[src/rtl/ccd_pkg.sv]
package ccd_pkg;
    localparam int unsigned MODE_W = 2;
    localparam int unsigned DIV_W  = 12;
    localparam int unsigned HALF_W = DIV_W + 1;

    typedef struct packed {
        logic [MODE_W-1:0] mode;
        logic [DIV_W-1:0]  div;
    } ccd_cfg_t;

    localparam ccd_cfg_t CFG_AT_RESET = '{mode: '0, div: '1};

    // Source cycles per card-clock half period
    function automatic logic [HALF_W-1:0] half_cycles(input logic [DIV_W-1:0] d);
        return (d == '0) ? HALF_W'(1) : {d, 1'b0};
    endfunction
endpackage

[src/rtl/ccd_cfg_track.sv]
module ccd_cfg_track
    import ccd_pkg::*;
(
    input  logic     clk_i,
    input  logic     rst_ni,
    input  logic     we_i,
    input  ccd_cfg_t wcfg_i,
    input  logic     apply_i,
    output ccd_cfg_t tgt_o,
    output logic     pend_o,
    output logic     change_o
);
    typedef struct packed {
        ccd_cfg_t tgt;
        logic     pend;
    } trk_t;

    trk_t trk_d, trk_q;

    always_comb begin
        trk_d    = trk_q;
        change_o = we_i && (wcfg_i != trk_q.tgt);
        if (change_o) begin
            trk_d.tgt  = wcfg_i;
            trk_d.pend = 1'b1;
        end else if (apply_i) begin
            trk_d.pend = 1'b0;
        end
    end

    always_ff @(posedge clk_i) begin
        if (!rst_ni) trk_q <= '{tgt: CFG_AT_RESET, pend: 1'b0};
        else         trk_q <= trk_d;
    end

    assign tgt_o  = trk_q.tgt;
    assign pend_o = trk_q.pend;
endmodule

[src/rtl/ccd_clk_gen.sv]
module ccd_clk_gen
    import ccd_pkg::*;
#(
    parameter int unsigned BYPASS_CODE = 1
) (
    input  logic     clk_i,
    input  logic     rst_ni,
    input  logic     pend_i,
    input  ccd_cfg_t tgt_i,
    output logic     apply_o,
    output logic     tick_o,
    output logic     bypass_o,
    output logic     div_clk_o
);
    typedef struct packed {
        ccd_cfg_t          act;
        logic [HALF_W-1:0] cnt;
        logic              clk;
    } gen_t;

    gen_t gen_d, gen_q;
    logic [HALF_W-1:0] half;
    logic last, fall, bypass;

    always_comb begin
        bypass  = (gen_q.act.mode == MODE_W'(BYPASS_CODE));
        half    = half_cycles(gen_q.act.div);
        last    = (gen_q.cnt == half - 1'b1);
        fall    = !bypass && last && gen_q.clk;
        apply_o = pend_i && (bypass || fall);
        tick_o  = bypass || fall;
        gen_d   = gen_q;
        if (apply_o) begin
            gen_d.act = tgt_i;
            gen_d.cnt = '0;
            gen_d.clk = 1'b0;
        end else if (bypass) begin
            gen_d.cnt = '0;
            gen_d.clk = 1'b0;
        end else if (last) begin
            gen_d.cnt = '0;
            gen_d.clk = !gen_q.clk;
        end else begin
            gen_d.cnt = gen_q.cnt + 1'b1;
        end
    end

    always_ff @(posedge clk_i) begin
        if (!rst_ni) gen_q <= '{act: CFG_AT_RESET, cnt: '0, clk: 1'b0};
        else         gen_q <= gen_d;
    end

    assign bypass_o  = bypass;
    assign div_clk_o = gen_q.clk;


    cnt_bound_chk: assert property (@(posedge clk_i) disable iff (!rst_ni)
        !bypass |-> (gen_q.cnt < half));
endmodule

[src/rtl/ccd_settle.sv]
module ccd_settle #(
    parameter int unsigned SETTLE_PERIODS = 2
) (
    input  logic clk_i,
    input  logic rst_ni,
    input  logic change_i,
    input  logic apply_i,
    input  logic pend_i,
    input  logic tick_i,
    output logic stable_o
);
    localparam int unsigned CW = $clog2(SETTLE_PERIODS + 1);

    typedef struct packed {
        logic [CW-1:0] cnt;
        logic          stable;
    } stl_t;

    stl_t stl_d, stl_q;

    always_comb begin
        stl_d = stl_q;
        if (change_i) begin
            stl_d.stable = 1'b0;
            stl_d.cnt    = '0;
        end else if (apply_i) begin
            stl_d.cnt = '0;
        end else if (!pend_i && !stl_q.stable && tick_i) begin
            if (stl_q.cnt == CW'(SETTLE_PERIODS - 1)) begin
                stl_d.stable = 1'b1;
                stl_d.cnt    = '0;
            end else begin
                stl_d.cnt = stl_q.cnt + 1'b1;
            end
        end
    end

    always_ff @(posedge clk_i) begin
        if (!rst_ni) stl_q <= '{cnt: '0, stable: 1'b0};
        else         stl_q <= stl_d;
    end

    assign stable_o = stl_q.stable;


    stable_pend_chk: assert property (@(posedge clk_i) disable iff (!rst_ni)
        stl_q.stable |-> !pend_i);
endmodule

[src/rtl/card_clk_div.sv]
module card_clk_div
    import ccd_pkg::*;
#(
    parameter int unsigned BYPASS_CODE    = 1,
    parameter int unsigned SETTLE_PERIODS = 2
) (
    input  logic              clk_i,
    input  logic              rst_ni,
    input  logic              cfg_we_i,
    input  logic [MODE_W-1:0] cfg_mode_i,
    input  logic [DIV_W-1:0]  cfg_div_i,
    output logic              card_clk_o,
    output logic              clk_stable_o
);
    ccd_cfg_t wcfg, tgt;
    logic pend, change, apply, tick, bypass, div_clk;

    assign wcfg = '{mode: cfg_mode_i, div: cfg_div_i};

    ccd_cfg_track u_track (
        .clk_i    (clk_i),
        .rst_ni   (rst_ni),
        .we_i     (cfg_we_i),
        .wcfg_i   (wcfg),
        .apply_i  (apply),
        .tgt_o    (tgt),
        .pend_o   (pend),
        .change_o (change)
    );

    ccd_clk_gen #(.BYPASS_CODE(BYPASS_CODE)) u_gen (
        .clk_i     (clk_i),
        .rst_ni    (rst_ni),
        .pend_i    (pend),
        .tgt_i     (tgt),
        .apply_o   (apply),
        .tick_o    (tick),
        .bypass_o  (bypass),
        .div_clk_o (div_clk)
    );

    ccd_settle #(.SETTLE_PERIODS(SETTLE_PERIODS)) u_settle (
        .clk_i    (clk_i),
        .rst_ni   (rst_ni),
        .change_i (change),
        .apply_i  (apply),
        .pend_i   (pend),
        .tick_i   (tick),
        .stable_o (clk_stable_o)
    );

    assign card_clk_o = bypass ? clk_i : div_clk;


    stable_drop_chk: assert property (@(posedge clk_i) disable iff (!rst_ni)
        change |=> !clk_stable_o);


    rise_nopend_chk: assert property (@(posedge clk_i) disable iff (!rst_ni)
        $rose(clk_stable_o) |-> !pend);


    apply_high_chk: assert property (@(posedge clk_i) disable iff (!rst_ni)
        (apply && !bypass) |-> div_clk);
endmodule

[config.mk]
export PLATFORM = sky130hd
export DESIGN_NAME = card_clk_div
export DESIGN_NICKNAME = d
export VERILOG_FILES = /design/src/rtl/ccd_pkg.sv /design/src/rtl/ccd_cfg_track.sv /design/src/rtl/ccd_clk_gen.sv /design/src/rtl/ccd_settle.sv /design/src/rtl/card_clk_div.sv
export SDC_FILE = /design/constraint.sdc
export NUM_CORES = 1
export LEC_CHECK = 0
export ABC_AREA = 1
export BUFFER_PORTS_ARGS = -buffer_cell sky130_fd_sc_hd__buf_2
export CORE_ASPECT_RATIO = 1.4
export CORE_UTILIZATION = 54
export DETAILED_ROUTE_END_ITERATION = 6
export PLACE_DENSITY = 0.86
export SYNTH_ARGS = -nofsm -noshare
export SYNTH_HDL_FRONTEND = slang
export SYNTH_SLANG_ARGS = --single-unit
[constraint.sdc]
create_clock -name clk_i -period 1.89 [get_ports clk_i]
set_input_delay 0.0945 -clock clk_i [delete_from_list [all_inputs] [get_ports clk_i]]
set_output_delay 0.0945 -clock clk_i [all_outputs]
set_load 0.01 [all_outputs]
**Yosys cells after proc, flatten, opt, wreduce, memory -nomap -nowiden**

Cells that the tools add are included.

- Output and inout bits: 2
- Logic and storage cells: 41
- Register bits after elaboration: 46
- Input bits: 17

- Muxes and demuxes: 5
- Reduce and logical (&&, ||, !) cells: 18
- Eq/ne operators: 4
- Bitwise operators: 2
- Add/sub/neg operators: 3

Operator list:

| kind | count |
|---|---|
| $ne A14 B14 Y1 | 1 |
| $add A13 B1 Y13 const B | 1 |
| $eq A13 B13 Y1 | 1 |
| $mux W13 | 1 |
| $sub A13 B1 Y13 const B | 1 |
| $logic_not A12 Y1 | 1 |
| $logic_and A1 B1 Y1 | 6 |
| $reduce_or A3 Y1 | 2 |
| $eq A2 B1 Y1 const B | 2 |
| $logic_not A1 Y1 | 4 |
| $reduce_or A4 Y1 | 1 |
| $mux W1 | 3 |
| $reduce_and A3 Y1 | 1 |
| $add A2 B1 Y2 const B | 1 |
| $mux W2 | 1 |
| $not A1 Y1 | 2 |
| $reduce_bool A2 Y1 | 1 |
| $reduce_or A2 Y1 | 1 |
| $logic_or A1 B1 Y1 | 1 |

**Longest topological paths before layout**

Gate-level depths: netlist (run 1).

- Depth after elaboration: 10
- Depth in mapped cells: 17
- Mapped depth without buffers: 17

**Modules after synthesis**

A second synthesis (run 1) with hierarchy kept.

- Cells, all modules: 413
- Area, all modules: 2707.6 um2

By module, submodules not included:

| module | seq. area each (um2) | area an instance (um2) | times used | cells an instance |
|---|---|---|---|---|
| ccd_clk_gen | 560.5 | 1662.8 | 1 | 249 |
| ccd_cfg_track | 300.3 | 900.9 | 1 | 142 |
| ccd_settle | 60.1 | 128.9 | 1 | 18 |
| card_clk_div | 0.0 | 15.0 | 1 | 4 |

==> qor.txt, run 1 <==
worst hold path type: input port to flip-flop
via count: 2662
final net count: 426
vias in the first global route: 2562
initial DRC count: 141
top post-synthesis cells by area: dfxtp_1, nand2_1, inv_1, nor2_1, nand4_1
final setup fails: 32
Die X: 59.04 um
largest net degree at the start of global routing: 19
ant diodes: 0
most used cell, CP: nand2_4
Wirelength per Cell: 15.96 um
Comb pwr share: 0.092
RSZ-0062 raised after global routing: true
first-pass GRT wire length: 11500 um
initial cell density of the core: 0.5708
layout cells sized above 1: 0.2770
R2R Path End: u_gen.gen_q[22]
gpl congestion: 0.8979
Multi-input gate area: 0.001498 mm2
CP Max Fanout: 8
Post-Syn Area: 0.002460 mm2
Worst-path clk slew: 0.09 ns
clk_skew: 0.01176 ns
vias per cell: 5.688
Clk network pwr share: 0.388
Worst Setup End Kind: flip-flop
most common cell after layout, fill and taps aside: nand2_1
CP Class: flip-flop to flip-flop
IO Pins: 19
initial antenna violation count: 0
IR drop worst, VDD: 0.4327 mV
slew margin rel.: 0.7534
FF-to-FF path depth: 14
Die H: 81.86 um
Primary FF master, synth: dfxtp_1
Async S/R FF share, synth: 0
register bit total from synthesis: 46
max-slew violations: 0
Reg area: 928.4 um2
most frequent cells in the layout: nand2_1, inv_1, dfxtp_1
Int Pwr: 1.465 mW
sequential power share: 0.520
YS warnings: 0
P_leak: 1.496 nW
Avg Inst Size Synth: 7.109 um2
Rows: 28
CTS tree: yes
Crit. Startpoint: u_gen.gen_q[18]
CP arrival: 2.43 ns
switch share: 0.2531
Layout Utilization: 0.7715
die footprint: 0.004833 mm2
GR Overflow Total: 0
crit-path cells: nor2_4 -> nand2_4 -> nor2_8 -> nand2_4 -> nand2_4 -> a21oi_1 -> nor2_1 -> nand2_1 -> nor2_2 -> nand3_4 -> nand2_8 -> nand3_4 -> nand2_1 -> nand3_1
Hold Fails Final Rpt: 0
# Max-Cap Violations: 0
post-synth net total: 364
Fillers: 291
worst r2r src: u_gen.gen_q[18]
pwr dens: 589.8 mW/mm2
worst reg-to-reg setup slack: -0.25 ns
total power draw: 1.961 mW
HPWL after DPL: 4261 um
post-synth top area cell: dfxtp_1
Largest stage delay, worst path: 0.34 ns
worst setup margin: -0.2513 ns
Startpoint Class: flip-flop
failing checks: negative setup slack
post-synthesis sequential area ratio: 0.3744
DRC Markers: 0
required time worst endpoint: 2.18 ns
Unique masters post-synth: 39
synthesis-to-finish area growth: 35.15%
Tmin final: 2.141 ns
Slew @ Worst Pin: 0.3699 ns
core box area: 0.004309 mm2
GRT Total Usage: 0.3219
final WL: 7468 um
Critical Path Sink: u_gen.gen_q[22]
worst skew pair latency: 0.41 ns
P_sw: 496.2 uW
EDFF count, synth: 0
status: complete, but fails checks
Synth top area share: 0.3744
antenna-violating nets left: 0
Buffers on Ports: 18
slowest stage cell, crit path: dfxtp_2
fmax: 467.0 MHz
post-synthesis cell count: 346
DRT Pass-1 Iters: 4
fin crit share: 1.133
## worst min path at each step
| stage | start | endpoint | cells after the start |
|---|---|---|---|
| after floorplan | cfg_mode_i[1] | u_track.tgt_o[13] | 2 |
| after global placement | clk_i | card_clk_o | 3 |
| after detailed placement | clk_i | card_clk_o | 3 |
| after CTS | rst_ni | u_gen.gen_q[21] | 2 |
| after global routing | rst_ni | u_gen.gen_q[23] | 2 |
| final | rst_ni | u_gen.gen_q[20] | 2 |
## sequential cells by signal, summed over array words and instances (netlist names)
register and count:
u_gen.gen_q 27, u_track.tgt_o 14, u_settle.stl_q 2, u_gen.div_clk_o 1, u_settle.stable_o 1, u_track.pend_o 1
## worst max-delay path, delay by kind of cell, from the launching register on
| kind | cells | cell delay, ns |
|---|---|---|
| flops | 1 | 0.34 |
| compound gates | 1 | 0.09 |
| simple gates | 13 | 1.58 |
## metal layers
layer | part of all wire | up-vias | track usage
met5 | 0 | - | 0
met4 | 0.056 | 0 | 0.2095
met3 | 0.043 | 45 | 0.08504
met2 | 0.56 | 112 | 0.6057
met1 | 0.34 | 1242 | 0.2975
li1 | - | 1263 | -
## power by group through the flow
stage	clock network [mW]	logic (mW)	registers, mW
after CTS	0.756	0.169	1.02
after detailed placement	0.000225	0.131	1.04
after floorplan	0.000225	0.0863	1.03
final	0.761	0.181	1.02
after global placement	0.000225	0.127	1.04
after global routing	0.809	0.195	1.02
## cell usage after synthesis (4+ instances only)
cell       n
xnor2_1    8
a22oi_1    5
nand4_1   21
nand2_1   77
clkbuf_1   4
nor2_1    41
inv_1     47
xor2_1     8
nor2_2     5
a21oi_1   13
nand3_1   26
dfxtp_1   46
## logic make-up after synthesis
family | share of synthesized area
buffers and inverters | 0.09562
and+or+nand+nor | 0.3713
adders and majority gates | 0.005086
AOI/OAI and AO/OA | 0.09665
xor gates and xnor gates | 0.05697
DFF | 0.3744
## what timing repair did
| action | 4_1_cts | 5_1_grt |
|---|---|---|
| setup buffers | 4 | 0 |
| resized for setup | 34 | 10 |
| cloned | 3 | 0 |
| hold endpoints to repair | 14 | 0 |
| hold buffers | 14 | 0 |
| endpoints found under the setup margin | 35 | 38 |
| pin swaps | 20 | 7 |
## layout make-up
type,instances,share of cell area
Inverter,50,0.05683
Clock buffer,9,0.03463
Timing Repair Buffer,59,0.1517
Multi-Input combinational cell,242,0.4505
Sequential cell,46,0.2793
Clock inverter,2,0.004516
Tap cell,60,0.02258
## per-stage QoR
step	setup slack (ns)	setup TNS [ns]	cells	hold WS, ns	area [um2]
2_1_floorplan	0.001239	0	346	0.2048	2501
3_3_place_gp	-0.1579	-3.451	437	0.3001	2809
3_5_place_dp	-0.2108	-4.985	437	0.3001	2809
4_1_cts	-0.1264	-3.005	468	0.04114	3289
5_1_grt	-0.3322	-8.739	468	0.06330	3324
6_report	-0.2513	-6.062	468	0.05598	3324
Power figures use the tool's default switching activity.
==> inputs of run 2 (changes only) <==
CORE_MARGIN = 2   (was not set)
SKIP_CTS_REPAIR_TIMING = 1   (was not set)
==> run 2 against run 1 <==
Against the previous run:
- the run still ends with negative setup slack left
- clock power rose by 26%
- clock skew barely moved
- sequential share of layout area rose by 0.11 points
- final cell count rose by 1.1%
- critical path type unchanged
- largest power group unchanged
==> qor.txt, run 2 (synthesis gave the netlist of run 1 again) <==
final instance area: 0.003316 mm2
gpl congestion: 0.8239
Startpoint Class: flip-flop
vias per cell: 5.526
Met1 Wirelength: 2544 um
CP arrival: 2.45 ns
largest net degree at the start of global routing: 19
DRT Pass-1 Iters: 5
Hold Fails Final Rpt: 0
synthesis-to-finish area growth: 34.79%
first-pass GRT wire length: 10010 um
Reg area: 929.6 um2
Multi-input gate area: 0.001446 mm2
clk_skew: 0.01194 ns
IO Pins: 19
placed cells: 442
vias in the first global route: 2412
Worst-path clk slew: 0.11 ns
Most flops, register: u_gen.gen_q
P_leak: 1.515 nW
Rows: 29
hold slack: 0.03905 ns
initial antenna violation count: 0
pwr dens: 649.3 mW/mm2
antenna-violating nets left: 0
GRT Total Usage: 0.2568
Die X: 61.04 um
die footprint: 0.005119 mm2
DRC Markers: 0
max-slew violations: 0
GR Overflow Total: 0
CP Class: flip-flop to flip-flop
CP Max Fanout: 8
worst hold path type: input port to flip-flop
required time worst endpoint: 2.24 ns
Slew @ Worst Pin: 0.3867 ns
fin crit share: 1.110
failing checks: negative setup slack
Max Used Layer: met4
IR drop worst, VDD: 0.5394 mV
Wirelength per Cell: 14.97 um
HPWL after DPL: 4482 um
Detail Route met2 WL: 3885 um
total power draw: 2.153 mW
most frequent cells in the layout: nand2_1, inv_1, dfxtp_1
ant diodes: 0
final net count: 428
fmax: 476.7 MHz
layout cells sized above 1: 0.2506
status: complete, but fails checks
Buffers on Ports: 18
worst setup margin: -0.2077 ns
via count: 2614
initial cell density of the core: 0.5512
max FFs per register: 27
wire length on met3: 307 um
Worst Setup End Kind: flip-flop
Placed Area: 0.002834 mm2
worst skew pair latency: 0.43 ns
Fillers: 304
slew margin rel.: 0.7406
# Max-Cap Violations: 0
initial DRC count: 152
final setup fails: 32
non-filler instance count after layout: 473
most common cell after layout, fill and taps aside: nand2_1
Tmin final: 2.098 ns
RSZ-0062 raised after global routing: true
Die H: 83.86 um
final WL: 7080 um
CTS tree: yes
core box area: 0.004463 mm2
[run 2: changes by cell type in the layout (fill, tap and decap cells not counted), moves of 2 or more]
cell | previous run | this run
clkbuf_16 | 0 | 2
nor2_1 | 27 | 34
dfxtp_2 | 6 | 4
inv_6 | 0 | 2
nor3b_2 | 2 | 0
clkinvlp_4 | 2 | 0
nor2_2 | 11 | 5
nor3b_1 | 0 | 2
buf_4 | 23 | 26
buf_16 | 2 | 0
[run 2: critical path, stage by stage (launching register included)]
cell	delay, ns
dfxtp_4	0.37
nor2_4	0.15
nand2_4	0.10
nor2_8	0.14
nand2_4	0.08
nand2_4	0.09
a21oi_1	0.07
nor2_1	0.16
nand2_1	0.08
nor2_2	0.13
nand3_4	0.12
nand2_8	0.13
nand3_4	0.13
nand2_2	0.08
nand2_1	0.06
nor2_1	0.13
[run 2: through the flow]
step                      utilization  setup slack (ns)  TNS [ns]
after global routing           0.7429           -0.3519    -8.566
after CTS                      0.6703           -0.2371    -5.174
final                          0.7429           -0.2077    -4.610
after global placement         0.6350           -0.1235    -2.536
after floorplan                     -          0.001239         0
after detailed placement       0.6350           -0.1759    -3.710
[run 2: worst paths after layout]
check	startpoint	end	slack [ns]	cells past startpoint
worst min-delay path	rst_ni	u_gen.gen_q[17]	0.04	2
worst max-delay path	u_gen.gen_q[18]	u_gen.gen_q[26]	-0.21	15
worst min register to register	u_settle.stable_o	u_settle.stable_o	0.49	2
worst max register to register	u_gen.gen_q[18]	u_gen.gen_q[26]	-0.21	15
[run 2: layout make-up]
cell class / count / share of cell area
Clock inverter: 3 / 0.01434
Multi-Input combinational cell: 242 / 0.4362
Sequential cell: 46 / 0.2804
Tap cell: 62 / 0.02340
Clock buffer: 9 / 0.03472
Inverter: 50 / 0.05698
Timing Repair Buffer: 61 / 0.1540
[run 2: routing by layer]
metal / global-route usage / vias up
met2: 0.4584 / 98
li1: - / 1265
met1: 0.2566 / 1211
met4: 0.1304 / 0
met3: 0.06667 / 40
met5: 0 / -
[run 2: where the power goes]
part	leakage (nW)	internal (mW)	total [mW]	switching [mW]
sequential	0.373	0.992	1.02	0.0249
clock	0.0914	0.539	0.958	0.420
combinational	1.05	0.0825	0.178	0.0951
